[config.mk]
export PLATFORM = sky130hd
export DESIGN_NAME = cpi_irq_pend
export DESIGN_NICKNAME = d
export VERILOG_FILES = /design/src/rtl/cpi_pkg.sv /design/src/rtl/cpi_regif.sv /design/src/rtl/cpi_pend_word.sv /design/src/rtl/cpi_level_map.sv /design/src/rtl/cpi_irq_pend.sv
export SDC_FILE = /design/constraint.sdc
export NUM_CORES = 1
export LEC_CHECK = 0
export BUFFER_PORTS_ARGS = -buffer_cell sky130_fd_sc_hd__buf_2
export CAP_MARGIN = 5
export CELL_PAD_IN_SITES_DETAIL_PLACEMENT = 0
export CELL_PAD_IN_SITES_GLOBAL_PLACEMENT = 1
export CORE_AREA = 2 2 85 87
export CTS_BUF_LIST = sky130_fd_sc_hd__clkbuf_16
export DETAILED_ROUTE_END_ITERATION = 10
export DIE_AREA = 0 0 87 89
export PLACE_DENSITY_LB_ADDON = 0.15
export RECOVER_POWER = 25
export REMOVE_ABC_BUFFERS = 1
export SYNTH_ARGS = -nofsm -noshare
export SYNTH_HDL_FRONTEND = slang
export SYNTH_SLANG_ARGS = --single-unit
[constraint.sdc]
create_clock -name clk -period 1.15 [get_ports clk]
set_input_delay 0.23 -clock clk [delete_from_list [all_inputs] [get_ports clk]]
set_output_delay 0.23 -clock clk [all_outputs]
set_load 0.03 [all_outputs]
[src/rtl/cpi_pkg.sv]
package cpi_pkg;
  // Word offsets decoded by the register interface (behaviour depends on them)
  localparam int unsigned OFS_VIEW = 0;
  localparam int unsigned OFS_CLR  = 1;
  localparam int unsigned OFS_SET  = 2;

  typedef enum logic [1:0] {
    OP_NONE = 2'd0,
    OP_CLR  = 2'd1,
    OP_SET  = 2'd2
  } wr_op_e;
endpackage

[src/rtl/cpi_regif.sv]
module cpi_regif #(
  parameter int ADDR_W = 2,
  parameter int PEND_W = 32,
  parameter int LVL_W  = 16
) (
  input  logic              clk,
  input  logic              rst,
  input  logic              wr_en,
  input  logic              rd_en,
  input  logic [ADDR_W-1:0] addr,
  input  logic [PEND_W-1:0] wdata,
  input  logic [PEND_W-1:0] view,
  output logic [PEND_W-1:0] set_mask,
  output logic [PEND_W-1:0] clr_mask,
  output logic [PEND_W-1:0] rdata
);
  import cpi_pkg::*;

  localparam int SOFT_LO = LVL_W + 1;
  localparam int L15_BIT = LVL_W - 1;

  logic [PEND_W-1:0] soft_msk;
  wr_op_e            op;

  for (genvar i = 0; i < PEND_W; i++) begin : g_msk
    assign soft_msk[i] = (i >= SOFT_LO);
  end

  always_comb begin
    op = OP_NONE;
    if (wr_en) begin
      if (addr == ADDR_W'(OFS_CLR))      op = OP_CLR;
      else if (addr == ADDR_W'(OFS_SET)) op = OP_SET;
    end
  end

  always_comb begin
    set_mask = '0;
    clr_mask = '0;
    unique case (op)
      OP_SET:  set_mask = wdata & soft_msk;
      OP_CLR: begin
        clr_mask          = wdata & soft_msk;
        clr_mask[L15_BIT] = wdata[L15_BIT];
      end
      default: ;
    endcase
  end

  always_ff @(posedge clk) begin
    if (rst)                                      rdata <= '0;
    else if (rd_en && addr == ADDR_W'(OFS_VIEW))  rdata <= view;
    else                                          rdata <= '0;
  end
endmodule

[src/rtl/cpi_pend_word.sv]
module cpi_pend_word #(
  parameter int PEND_W = 32,
  parameter int LVL_W  = 16
) (
  input  logic              clk,
  input  logic              rst,
  input  logic [PEND_W-1:0] set_mask,
  input  logic [PEND_W-1:0] clr_mask,
  input  logic              timer_in,
  input  logic              l15_in,
  input  logic [LVL_W-1:0]  hard_lvl,
  input  logic              is_target,
  output logic [PEND_W-1:0] pend_q,
  output logic [PEND_W-1:0] pend_d,
  output logic [PEND_W-1:0] view
);
  localparam int L15_BIT = LVL_W - 1;
  localparam int TMR_BIT = LVL_W - 2;

  logic [PEND_W-1:0] soft_q, soft_d;
  logic              tmr_q, l15_q, l15_d, l15_prev;
  logic              rise, fall;
  logic [PEND_W-1:0] hard_ext;

  assign rise = l15_in & ~l15_prev;
  assign fall = ~l15_in & l15_prev;

  always_comb begin
    soft_d          = (soft_q & ~clr_mask) | set_mask;
    soft_d[LVL_W:0] = '0;
  end

  always_comb begin
    if (rise)                   l15_d = 1'b1;
    else if (fall)              l15_d = 1'b0;
    else if (clr_mask[L15_BIT]) l15_d = 1'b0;
    else                        l15_d = l15_q;
  end

  always_ff @(posedge clk) begin
    if (rst) begin
      soft_q   <= '0;
      tmr_q    <= 1'b0;
      l15_q    <= 1'b0;
      l15_prev <= 1'b0;
    end else begin
      soft_q   <= soft_d;
      tmr_q    <= timer_in;
      l15_q    <= l15_d;
      l15_prev <= l15_in;
    end
  end

  always_comb begin
    pend_q          = soft_q;
    pend_q[TMR_BIT] = tmr_q;
    pend_q[L15_BIT] = l15_q;
    pend_d          = soft_d;
    pend_d[TMR_BIT] = timer_in;
    pend_d[L15_BIT] = l15_d;
  end

  always_comb begin
    hard_ext             = '0;
    hard_ext[LVL_W-1:1]  = is_target ? hard_lvl[LVL_W-1:1] : '0;
    view                 = pend_q | hard_ext;
  end
endmodule

[src/rtl/cpi_level_map.sv]
module cpi_level_map #(
  parameter int PEND_W = 32,
  parameter int LVL_W  = 16
) (
  input  logic              clk,
  input  logic              rst,
  input  logic [PEND_W-1:0] pend_d,
  input  logic [LVL_W-1:0]  hard_lvl,
  input  logic              is_target,
  input  logic              master_off,
  output logic [LVL_W-1:0]  irl
);
  localparam int L15_BIT = LVL_W - 1;
  localparam int TMR_BIT = LVL_W - 2;

  logic [LVL_W-1:0] lv;

  always_comb begin
    lv = pend_d[LVL_W +: LVL_W];
    if (!master_off) begin
      lv[L15_BIT] = lv[L15_BIT] | pend_d[L15_BIT];
      lv[TMR_BIT] = lv[TMR_BIT] | pend_d[TMR_BIT];
      if (is_target) lv = lv | hard_lvl;
    end
    lv[0] = 1'b0;
  end

  always_ff @(posedge clk) begin
    if (rst) irl <= '0;
    else     irl <= lv;
  end
endmodule

[src/rtl/cpi_irq_pend.sv]
module cpi_irq_pend #(
  parameter int ADDR_W = 2,
  parameter int PEND_W = 32,
  parameter int LVL_W  = 16
) (
  input  logic              clk,
  input  logic              rst,
  input  logic              wr_en,
  input  logic              rd_en,
  input  logic [ADDR_W-1:0] addr,
  input  logic [PEND_W-1:0] wdata,
  output logic [PEND_W-1:0] rdata,
  input  logic              timer_in,
  input  logic              l15_in,
  input  logic [LVL_W-1:0]  hard_lvl,
  input  logic              is_target,
  input  logic              master_off,
  output logic [LVL_W-1:0]  irl
);
  logic [PEND_W-1:0] set_mask, clr_mask, pend_q, pend_d, view;

  cpi_regif #(.ADDR_W(ADDR_W), .PEND_W(PEND_W), .LVL_W(LVL_W)) u_regif (
    .clk(clk), .rst(rst), .wr_en(wr_en), .rd_en(rd_en), .addr(addr),
    .wdata(wdata), .view(view), .set_mask(set_mask), .clr_mask(clr_mask),
    .rdata(rdata)
  );

  cpi_pend_word #(.PEND_W(PEND_W), .LVL_W(LVL_W)) u_pend (
    .clk(clk), .rst(rst), .set_mask(set_mask), .clr_mask(clr_mask),
    .timer_in(timer_in), .l15_in(l15_in), .hard_lvl(hard_lvl),
    .is_target(is_target), .pend_q(pend_q), .pend_d(pend_d), .view(view)
  );

  cpi_level_map #(.PEND_W(PEND_W), .LVL_W(LVL_W)) u_map (
    .clk(clk), .rst(rst), .pend_d(pend_d), .hard_lvl(hard_lvl),
    .is_target(is_target), .master_off(master_off), .irl(irl)
  );
endmodule

==> results of run 1 <==
==> placed cells by master (no fill, tap or decap), drive strengths merged, types with 4 or more instances in the layout <==
master | Yosys | routed
buf | 13 | 97
dfxtp | 63 | 63
and2 | 16 | 16
a31oi | 16 | 16
inv | 14 | 15
and3b | 13 | 13
a21o | 13 | 13
and3 | 13 | 13
o32ai | 13 | 13
clkbuf | 5 | 12
clkinv | 0 | 5
nor2b | 4 | 4
==> path summary, 6_finish.rpt <==
| path | slack (ns) | cells after the start | endpoint | start |
|---|---|---|---|---|
| worst max register to register | 0.24 | 3 | u_map.irl[15] | u_pend.soft_q[31] |
| worst min register to register | 0.47 | 2 | u_regif.rdata[14] | u_pend.tmr_q |
| worst min-delay path | 0.11 | 2 | u_map.irl[9] | hard_lvl[9] |
| worst max-delay path | 0.09 | 1 | rdata[30] | u_regif.rdata[30] |
==> per-layer routing <==
metal | track usage | share of wire | wire length (um)
met5 | 0 | 0 | 0
met3 | 0.0379 | 0.050 | 267
met2 | 0.235 | 0.46 | 2460
met4 | 0.0852 | 0.025 | 133
met1 | 0.181 | 0.46 | 2450
==> metrics by stage <==
step | instances | cell area [um^2] | hold WS, ns | TNS [ns] | utilization
floorplan | 188 | 2170 | 0.302 | -9.71 | -
global placement | 368 | 2860 | 0.438 | -1.46 | 0.425
detailed placement | 368 | 2860 | 0.439 | -1.70 | 0.425
CTS | 384 | 3140 | 0.0965 | 0 | 0.467
global route | 384 | 3100 | 0.108 | 0 | 0.461
finish | 384 | 3100 | 0.106 | 0 | 0.461
==> flip-flops by register name, summed over array words and instances, names as in the netlist <==
name and cells:
u_map.irl 15, u_regif.rdata 30, u_pend.tmr_q 1, u_pend.soft_q 15
u_pend.l15_q 1, u_pend.l15_prev 1
==> cells by family after synthesis <==
logic type / Yosys count / share of synthesized area
buffers and inverters: 32 / 0.0715
AO/OA/AOI/OAI: 51 / 0.200
other: 1 / 0.00165
flip-flops: 63 / 0.554
AND/OR/NAND/NOR: 57 / 0.172
==> layout make-up <==
| type | count | share of cell area |
|---|---|---|
| Timing Repair Buffer | 100 | 0.184 |
| Tap cell | 80 | 0.0323 |
| Clock buffer | 9 | 0.0727 |
| Inverter | 14 | 0.0170 |
| Clock inverter | 7 | 0.0178 |
| Sequential cell | 63 | 0.407 |
| Multi-Input combinational cell | 111 | 0.270 |
==> power by group through the flow <==
stage | Combinational, mW | Clock (mW) | Sequential, mW
finish | 0.580 | 2.51 | 2.32
detailed placement | 0.605 | 0 | 2.37
CTS | 0.607 | 2.59 | 2.32
floorplan | 0.211 | 0 | 2.48
global route | 0.641 | 2.66 | 2.33
global placement | 0.600 | 0 | 2.37
==> metrics, run 1 <==
status finished, final reports clean; Combinational Power Share 0.107; drt drc 0; CTS tree yes; CP cell instances buf_2; multi-input logic area 836 um^2; fraction of registers with async set/reset 0; number of diodes 0; Clock Root Buffer clkbuf_16; Net Sw Power 1.26 mW; Tightest Hold Check Type in2reg; gpl congestion 0.780; via density per instance 4.73; vias in the first global route 1,730; via count 1,815; share of cells above drive strength 1 0.398; total track usage 0.148; largest area contributor in the synthesized netlist dfxtp_1; Die ar. 7740 um^2; Die Width 87 um; part of the cycle the worst path needs 0.925; part of the power in registers 0.429; CTS clk-pin slew, worst paths 0.05 ns; Critical Path RT 0.92 ns; maximum vdd drop 0.000758 V; CP max stage delay 0.32 ns; Die Y 89 um; pre-CTS setup slack -0.104 ns; kind of critical path reg2out; Final Skew 0.00287 ns; PD cells 1750 nW/um^2; Setup crit start kind flip-flop; Synth area leaders dfxtp_1 (55%), o32ai_2 (7.9%), and3b_1 (5.0%), a31oi_1 (4.4%), and2_1 (4.4%); Tmin final 1.06 ns; synthesis-stage register bit count 63; drt pass-1 iters 4; row cnt 30; internal power 4.16 mW; RSZ-0062 raised after global routing false; drt wl/cell 13.8 um; CP max-delay cell dfxtp_1; hpwl dp 3890 um; cts repair resizes 0; area of the core 6720 um^2; final setup violation count 0; largest fanout on the critical path 1; number of synthesized flops with an enable pin 0; Seq/Total Area, Yosys 0.554; ys flop type dfxtp_1; Yosys cell types 31; Nets 357; Initial DRC Count 34; Num CTS Buffers 9; port bufs 85; CTS hold repair buffers 0; Initial Utilization 0.339; clock share of power 0.464; count leader, synth dfxtp_1; Fin. Hold Viols 0; Worst Path Arrival 0.83 ns; PnR worst setup slack 0.0866 ns; post-route ant nets 0; register area 1260 um^2; Pwr Total 5.42 mW; yosys warns 0; max cap viols 0; H-tree depth 3; grt total ovfl 0; Fillers 659; initial antenna violation count 0; Mean Syn Cell Area 11.2 um^2; cells after synthesis 204; fin. max-slew vios 0; clk buf depth 2; final WL 5310 um; CTS Sinks 63; IO Count 106; Cell Area, Synth 2270 um^2; Post-CTS Setup Bufs 0; leakage 1.61 nW; worst-skew pair later-pin latency 0.32 ns; achievable clock frequency 940 MHz; share of the synthesized area in the top cell type 0.554; CP endpoint kind output port; P&R area growth vs syn 36.2%; largest net degree at the start of global routing 22; first-pass GRT wire length 8440 um; CP bufs+invs 1; Sw Ratio 0.232; Crit path max-delay family flip-flops; Post-synth top cells dfxtp_1 (63), a31oi_1 (16), and2_1 (16)
No activity file was read; power rests on OpenSTA's default activity.
==> run 2: changes to the inputs <==
--- a/config.mk
+++ b/config.mk
@@ -16,6 +16,7 @@
 export PLACE_DENSITY_LB_ADDON = 0.15
 export RECOVER_POWER = 25
 export REMOVE_ABC_BUFFERS = 1
+export SETUP_SLACK_MARGIN = 0.4
 export SYNTH_ARGS = -nofsm -noshare
 export SYNTH_HDL_FRONTEND = slang
 export SYNTH_SLANG_ARGS = --single-unit
==> constraint.sdc (replaced) <==
create_clock -name clk -period 1.15 [get_ports clk]
set_input_delay 0.345 -clock clk [delete_from_list [all_inputs] [get_ports clk]]
set_output_delay 0.345 -clock clk [all_outputs]
set_load 0.03 [all_outputs]
==> run 2 against run 1 <==
Routed wire length is 35% higher. First-iteration DRC count is 53% higher. Hold slack better by 0.12 ns. Clock skew is 0.0022 ns higher. Power is 3.3% higher. Global-route usage is 5.0 points higher. Die area stayed put. Setup slack worse by 0.061 ns. Clock power is 8% lower. Sequential share of layout area is 8.4 points lower. Register-to-register slack worse by 0.07 ns.
==> metrics, run 2 (synthesis results as in run 1) <==
via count 2,014 (+11%); CP cell instances buf_6; cell count after placement 370 (+0.54%); drt pass-1 iters 4 (unchanged); Final Skew 0.00503 ns (+0.00216 ns); Sw Ratio 0.251 (+0.0191); area of the core 6720 um^2 (unchanged); total track usage 0.197 (+0.0497); reg2reg end u_map.irl[15]; Largest regs u_regif.rdata (30), u_map.irl (15), u_pend.soft_q (15); Die Y 89 um (unchanged); CTS Sinks 63 (unchanged); Nets 380 (+6.4%); Clock Root Buffer clkbuf_16; Setup crit start kind flip-flop; number of flip-flops in the largest register 30 (unchanged); kind of critical path reg2out; worst-skew pair later-pin latency 0.32 ns (about the same); Fin. Hold Viols 0 (unchanged); Net Sw Power 1.40 mW (+12%); worst hold slack 0.229 ns (+0.123 ns); post-route ant nets 0 (unchanged); achievable clock frequency 889 MHz (-5.5%); CP max-delay cell dfxtp_2; Worst Path Arrival 0.78 ns (-0.05 ns); max cap viols 0 (unchanged); via density per instance 4.95 (+4.7%); RSZ-0062 raised after global routing true; Register-to-Register Path Depth 3 (unchanged); internal power 4.19 mW (+0.74%); Die ar. 7740 um^2 (unchanged); CP max stage delay 0.33 ns (about the same); CP endpoint kind output port; gpl congestion 0.776 (-0.56%); CP bufs+invs 1 (unchanged); row cnt 30 (unchanged); Reg-to-Reg Start u_pend.soft_q[31]; Num CTS Buffers 9 (unchanged); share of cells above drive strength 1 0.697 (+0.299); maximum vdd drop 0.000878 V (+16%); first-pass GRT wire length 11,200 um (+33%); fin util 0.615 (+0.154); CTS clk-pin slew, worst paths 0.05 ns (about the same); final non-filler cell total 407 (+6.0%); FF-to-FF setup slack 0.17 ns (-0.07 ns); part of the power in registers 0.424 (-0.005); P&R area growth vs syn 81.7%; fin. max-slew vios 0 (unchanged); Combinational Power Share 0.162 (+0.055); Fillers 567 (-14%); part of the cycle the worst path needs 0.978 (+0.0535); vias in the first global route 2,120 (+23%); Tightest Hold Check Type in2reg; final WL 7160 um (+35%); leakage 1.89 nW (+18%); CTS tree yes; Critical Path RT 0.81 ns (-0.11 ns); Initial Utilization 0.339 (unchanged); IO Count 106 (unchanged); drt wl/cell 17.6 um (+27%); largest fanout on the critical path 1 (unchanged); Largest Register u_regif.rdata; number of diodes 0 (unchanged); grt total ovfl 0 (unchanged); final setup TNS 0 ns (unchanged); most frequent cells in the layout buf_6 (56), dfxtp_2 (56), buf_2 (36); drt drc 0 (unchanged); status finished, final reports clean; largest net degree at the start of global routing 12 (-45%); final setup violation count 0 (unchanged); Initial DRC Count 52 (+53%); PD cells 1350 nW/um^2 (-23%); initial antenna violation count 0 (unchanged); Tmin final 1.12 ns (+0.0615 ns); CTS hold repair buffers 0 (unchanged); hpwl dp 4010 um (+3.1%); clk buf depth 2 (unchanged); port bufs 85 (unchanged); Die Width 87 um (unchanged); Hold EP u_map.irl[9]; Crit path max-delay family flip-flops; min-delay src hard_lvl[9]; hold-critical path depth 2 (unchanged); H-tree depth 3 (unchanged); clock share of power 0.414 (-0.050)
==> run 2: cell count changes in the layout (fill, tap and decap cells not counted), moves of 7 or more <==
cell     previous run  this run
a31oi_1            16         1
a31oi_4             0        12
buf_2              84        36
buf_6               0        56
dfxtp_1            63         6
dfxtp_2             0        56
o32ai_2             8         1
==> run 2: layer usage <==
| layer | GRT usage | up-vias | part of all wire |
|---|---|---|---|
| met1 | 0.237 | 985 | 0.41 |
| met5 | 0 | - | 0 |
| li1 | - | 965 | - |
| met3 | 0.0406 | 8 | 0.045 |
| met4 | 0.0795 | 0 | 0.012 |
| met2 | 0.346 | 56 | 0.53 |
==> run 2: power groups by stage <==
stage | sequential, mW | combinational [mW] | clock (mW)
6_report | 2.37 | 0.907 | 2.32
5_1_grt | 2.38 | 0.964 | 2.46
4_1_cts | 2.36 | 0.985 | 2.36
3_5_place_dp | 2.37 | 0.610 | 0
3_3_place_gp | 2.37 | 0.605 | 0
2_1_floorplan | 2.48 | 0.211 | 0
==> run 2: per-stage QoR <==
step | setup WS, ns | power, mW | cell area (um^2)
after global routing | 0.00489 | 5.81 | 4130
after detailed placement | -0.223 | 2.98 | 2870
after floorplan | -0.456 | 2.69 | 2170
final | 0.0251 | 5.60 | 4130
after CTS | 0.0202 | 5.71 | 4260
after global placement | -0.210 | 2.97 | 2870
==> run 2: worst max path at each step <==
stage | from | end | slack, ns | cells after the start
2_1_floorplan | addr[0] | u_regif.rdata[10] | -0.46 | 2
3_3_place_gp | addr[1] | u_map.irl[9] | -0.21 | 5
6_report | u_regif.rdata[8] | rdata[8] | 0.03 | 1
4_1_cts | u_regif.rdata[28] | rdata[28] | 0.02 | 1
3_5_place_dp | addr[1] | u_map.irl[11] | -0.22 | 5
5_1_grt | u_regif.rdata[28] | rdata[28] | 0.005 | 1
==> run 2: area by class of cell <==
type                            count  area (um^2)  area share
Timing Repair Buffer              123         1300       0.314
Inverter                           14         52.6      0.0127
Multi-Input combinational cell    111         1090       0.264
Sequential cell                    63         1340       0.323
Clock buffer                        9          225      0.0545
Clock inverter                      7         32.5     0.00787
Tap cell                           80          100      0.0242
==> run 2: what timing repair did <==
action / CTS / global route
buffers inserted: 10 / 0
resized for setup: 231 / 29
cloned: 11 / 0
pin swaps: 40 / 20
endpoints found under the setup margin: 106 / 106
==> run 3: changes to the inputs <==
==> constraint.sdc (replaced) <==
create_clock -name clk -period 1.15 [get_ports clk]
set_input_delay 0.345 -clock clk [delete_from_list [all_inputs] [get_ports clk]]
set_output_delay 0.345 -clock clk [all_outputs]
set_load 0.005 [all_outputs]
==> run 3 against run 2 <==
Clock-buffer cell count did not move. Sequential cell count stayed put. First-iteration DRC count grew 35%. Sequential power about the same.
==> metrics, run 3 (synthesis results as in run 1) <==
worst hold slack 0.228 ns (-0.000688 ns); Largest Register u_regif.rdata; Final Skew 0.00389 ns (-0.00115 ns); dpl cell area 2870 um^2 (unchanged); kind of critical path reg2out; Critical Path Stages 1 (unchanged); drt drc 0 (unchanged); final setup violation count 0 (unchanged); CTS tree yes; Nets 380 (unchanged); total track usage 0.191 (-0.00650); Tightest Hold Check Type in2reg; worst-skew pair later-pin latency 0.32 ns (about the same); Clock Root Buffer clkbuf_16; Setup crit start kind flip-flop; Die Y 89 um (unchanged); CP endpoint kind output port; max cap viols 0 (unchanged); largest net degree at the start of global routing 12 (unchanged); fin. max-slew vios 0 (unchanged); fin util 0.573 (-0.0423); Initial Utilization 0.339 (unchanged); Design Area, Final 3850 um^2 (-6.9%); commonest non-fill, non-tap cell in the layout buf_2; grt total ovfl 0 (unchanged); reg2reg end u_map.irl[15]; Critical Path End rdata[25]; CP bufs+invs 1 (unchanged); first-pass GRT wire length 10,900 um (-3.2%); vias in the first global route 2,049 (-3.3%); Tmin final 1.09 ns (-0.0335 ns); Num CTS Buffers 9 (unchanged); PD cells 1400 nW/um^2 (+3.6%); row cnt 30 (unchanged); Register-to-Register Path Depth 3 (unchanged); multi-input logic area 1100 um^2 (+0.80%); P&R area growth vs syn 69.3%; part of the cycle the worst path needs 0.949 (-0.0291); final setup TNS 0 ns (unchanged); Die ar. 7740 um^2 (unchanged); CTS hold repair buffers 0 (unchanged); H-tree depth 3 (unchanged); number of flip-flops in the largest register 30 (unchanged); largest fanout on the critical path 1 (unchanged); final WL 7130 um (-0.39%); post-route ant nets 0 (unchanged); share of cells above drive strength 1 0.581 (-0.116); register area 1290 um^2 (-3.5%); RSZ-0062 raised after global routing true; area of the core 6720 um^2 (unchanged); Fin. Hold Viols 0 (unchanged); FF-to-FF setup slack 0.18 ns (about the same); most frequent cells in the layout buf_2 (76), dfxtp_1 (43), dfxtp_2 (19); clk buf depth 2 (unchanged); maximum vdd drop 0.000875 V (-0.40%); Largest regs u_regif.rdata (30), u_map.irl (15), u_pend.soft_q (15); hpwl dp 4010 um (unchanged); Reg-to-Reg Start u_pend.soft_q[31]; Initial DRC Count 70 (+35%); crit path launch u_regif.rdata[25]; status finished, final reports clean; leakage 1.84 nW (-2.4%); CTS Sinks 63 (unchanged); Die Width 87 um (unchanged); via count 1,985 (-1.4%); via density per instance 4.88 (-1.4%); initial antenna violation count 0 (unchanged); drt pass-1 iters 4 (unchanged); CP max-delay cell dfxtp_2; number of diodes 0 (unchanged); Pwr Total 5.40 mW (-3.5%); Critical Path RT 0.81 ns (about the same); Fillers 597 (+5.3%); drt wl/cell 17.5 um (-0.39%); CTS clk-pin slew, worst paths 0.05 ns (about the same); achievable clock frequency 916 MHz (+3.1%); Crit path max-delay family flip-flops; Worst Path Arrival 0.75 ns (-0.03 ns); CP cell instances buf_2; CP max stage delay 0.31 ns (-0.02 ns); port bufs 85 (unchanged); IO Count 106 (unchanged); gpl congestion 0.776 (unchanged)
[run 3: worst min path at each step]
stage	cells after the start	endpoint	slack, ns	start
2_1_floorplan	1	u_pend.l15_prev	0.42	rst
3_3_place_gp	1	u_regif.rdata[17]	0.46	u_pend.soft_q[17]
3_5_place_dp	2	u_regif.rdata[14]	0.45	u_pend.tmr_q
4_1_cts	2	u_map.irl[9]	0.22	hard_lvl[9]
5_1_grt	2	u_map.irl[4]	0.23	hard_lvl[4]
6_report	2	u_map.irl[9]	0.23	hard_lvl[9]
[run 3: worst reg2reg max path, delay by kind of cell, from the launching register on]
family          cells  cell delay (ns)
compound gates      3             0.52
flops               1             0.33
[run 3: layer usage]
metal,global-route usage,wire (um)
met5,0,0
met4,0.0639,117
met3,0.0508,364
met2,0.330,3620
met1,0.230,3030
[run 3: power breakdown]
group | leakage, nW | total (mW) | switching (mW) | internal (mW)
sequential | 0.522 | 2.35 | 0.0609 | 2.29
combinational | 1.19 | 0.734 | 0.318 | 0.415
clock | 0.133 | 2.31 | 0.898 | 1.41
[run 3: layout make-up]
type | instances | share of cell area
timing repair buffer | 123 | 0.273
clock buffer | 9 | 0.0585
tap | 80 | 0.0260
multi-input combinational | 111 | 0.286
clock inverter | 7 | 0.00845
inverter | 14 | 0.0136
sequential | 63 | 0.335
[run 3: what timing repair did]
action                                  in CTS  in global routing
pin swaps                                   37                 20
hold endpoints to repair                     0                  0
setup buffers                               10                  0
cloned                                      11                  0
resized for setup                           98                 41
endpoints found under the setup margin     106                106
[run 3: through the flow]
step                setup WS, ns  instances
finish                    0.0586        407
CTS                       0.0458        407
detailed placement        -0.223        370
floorplan                 -0.456        188
global route              0.0348        407
global placement          -0.210        370
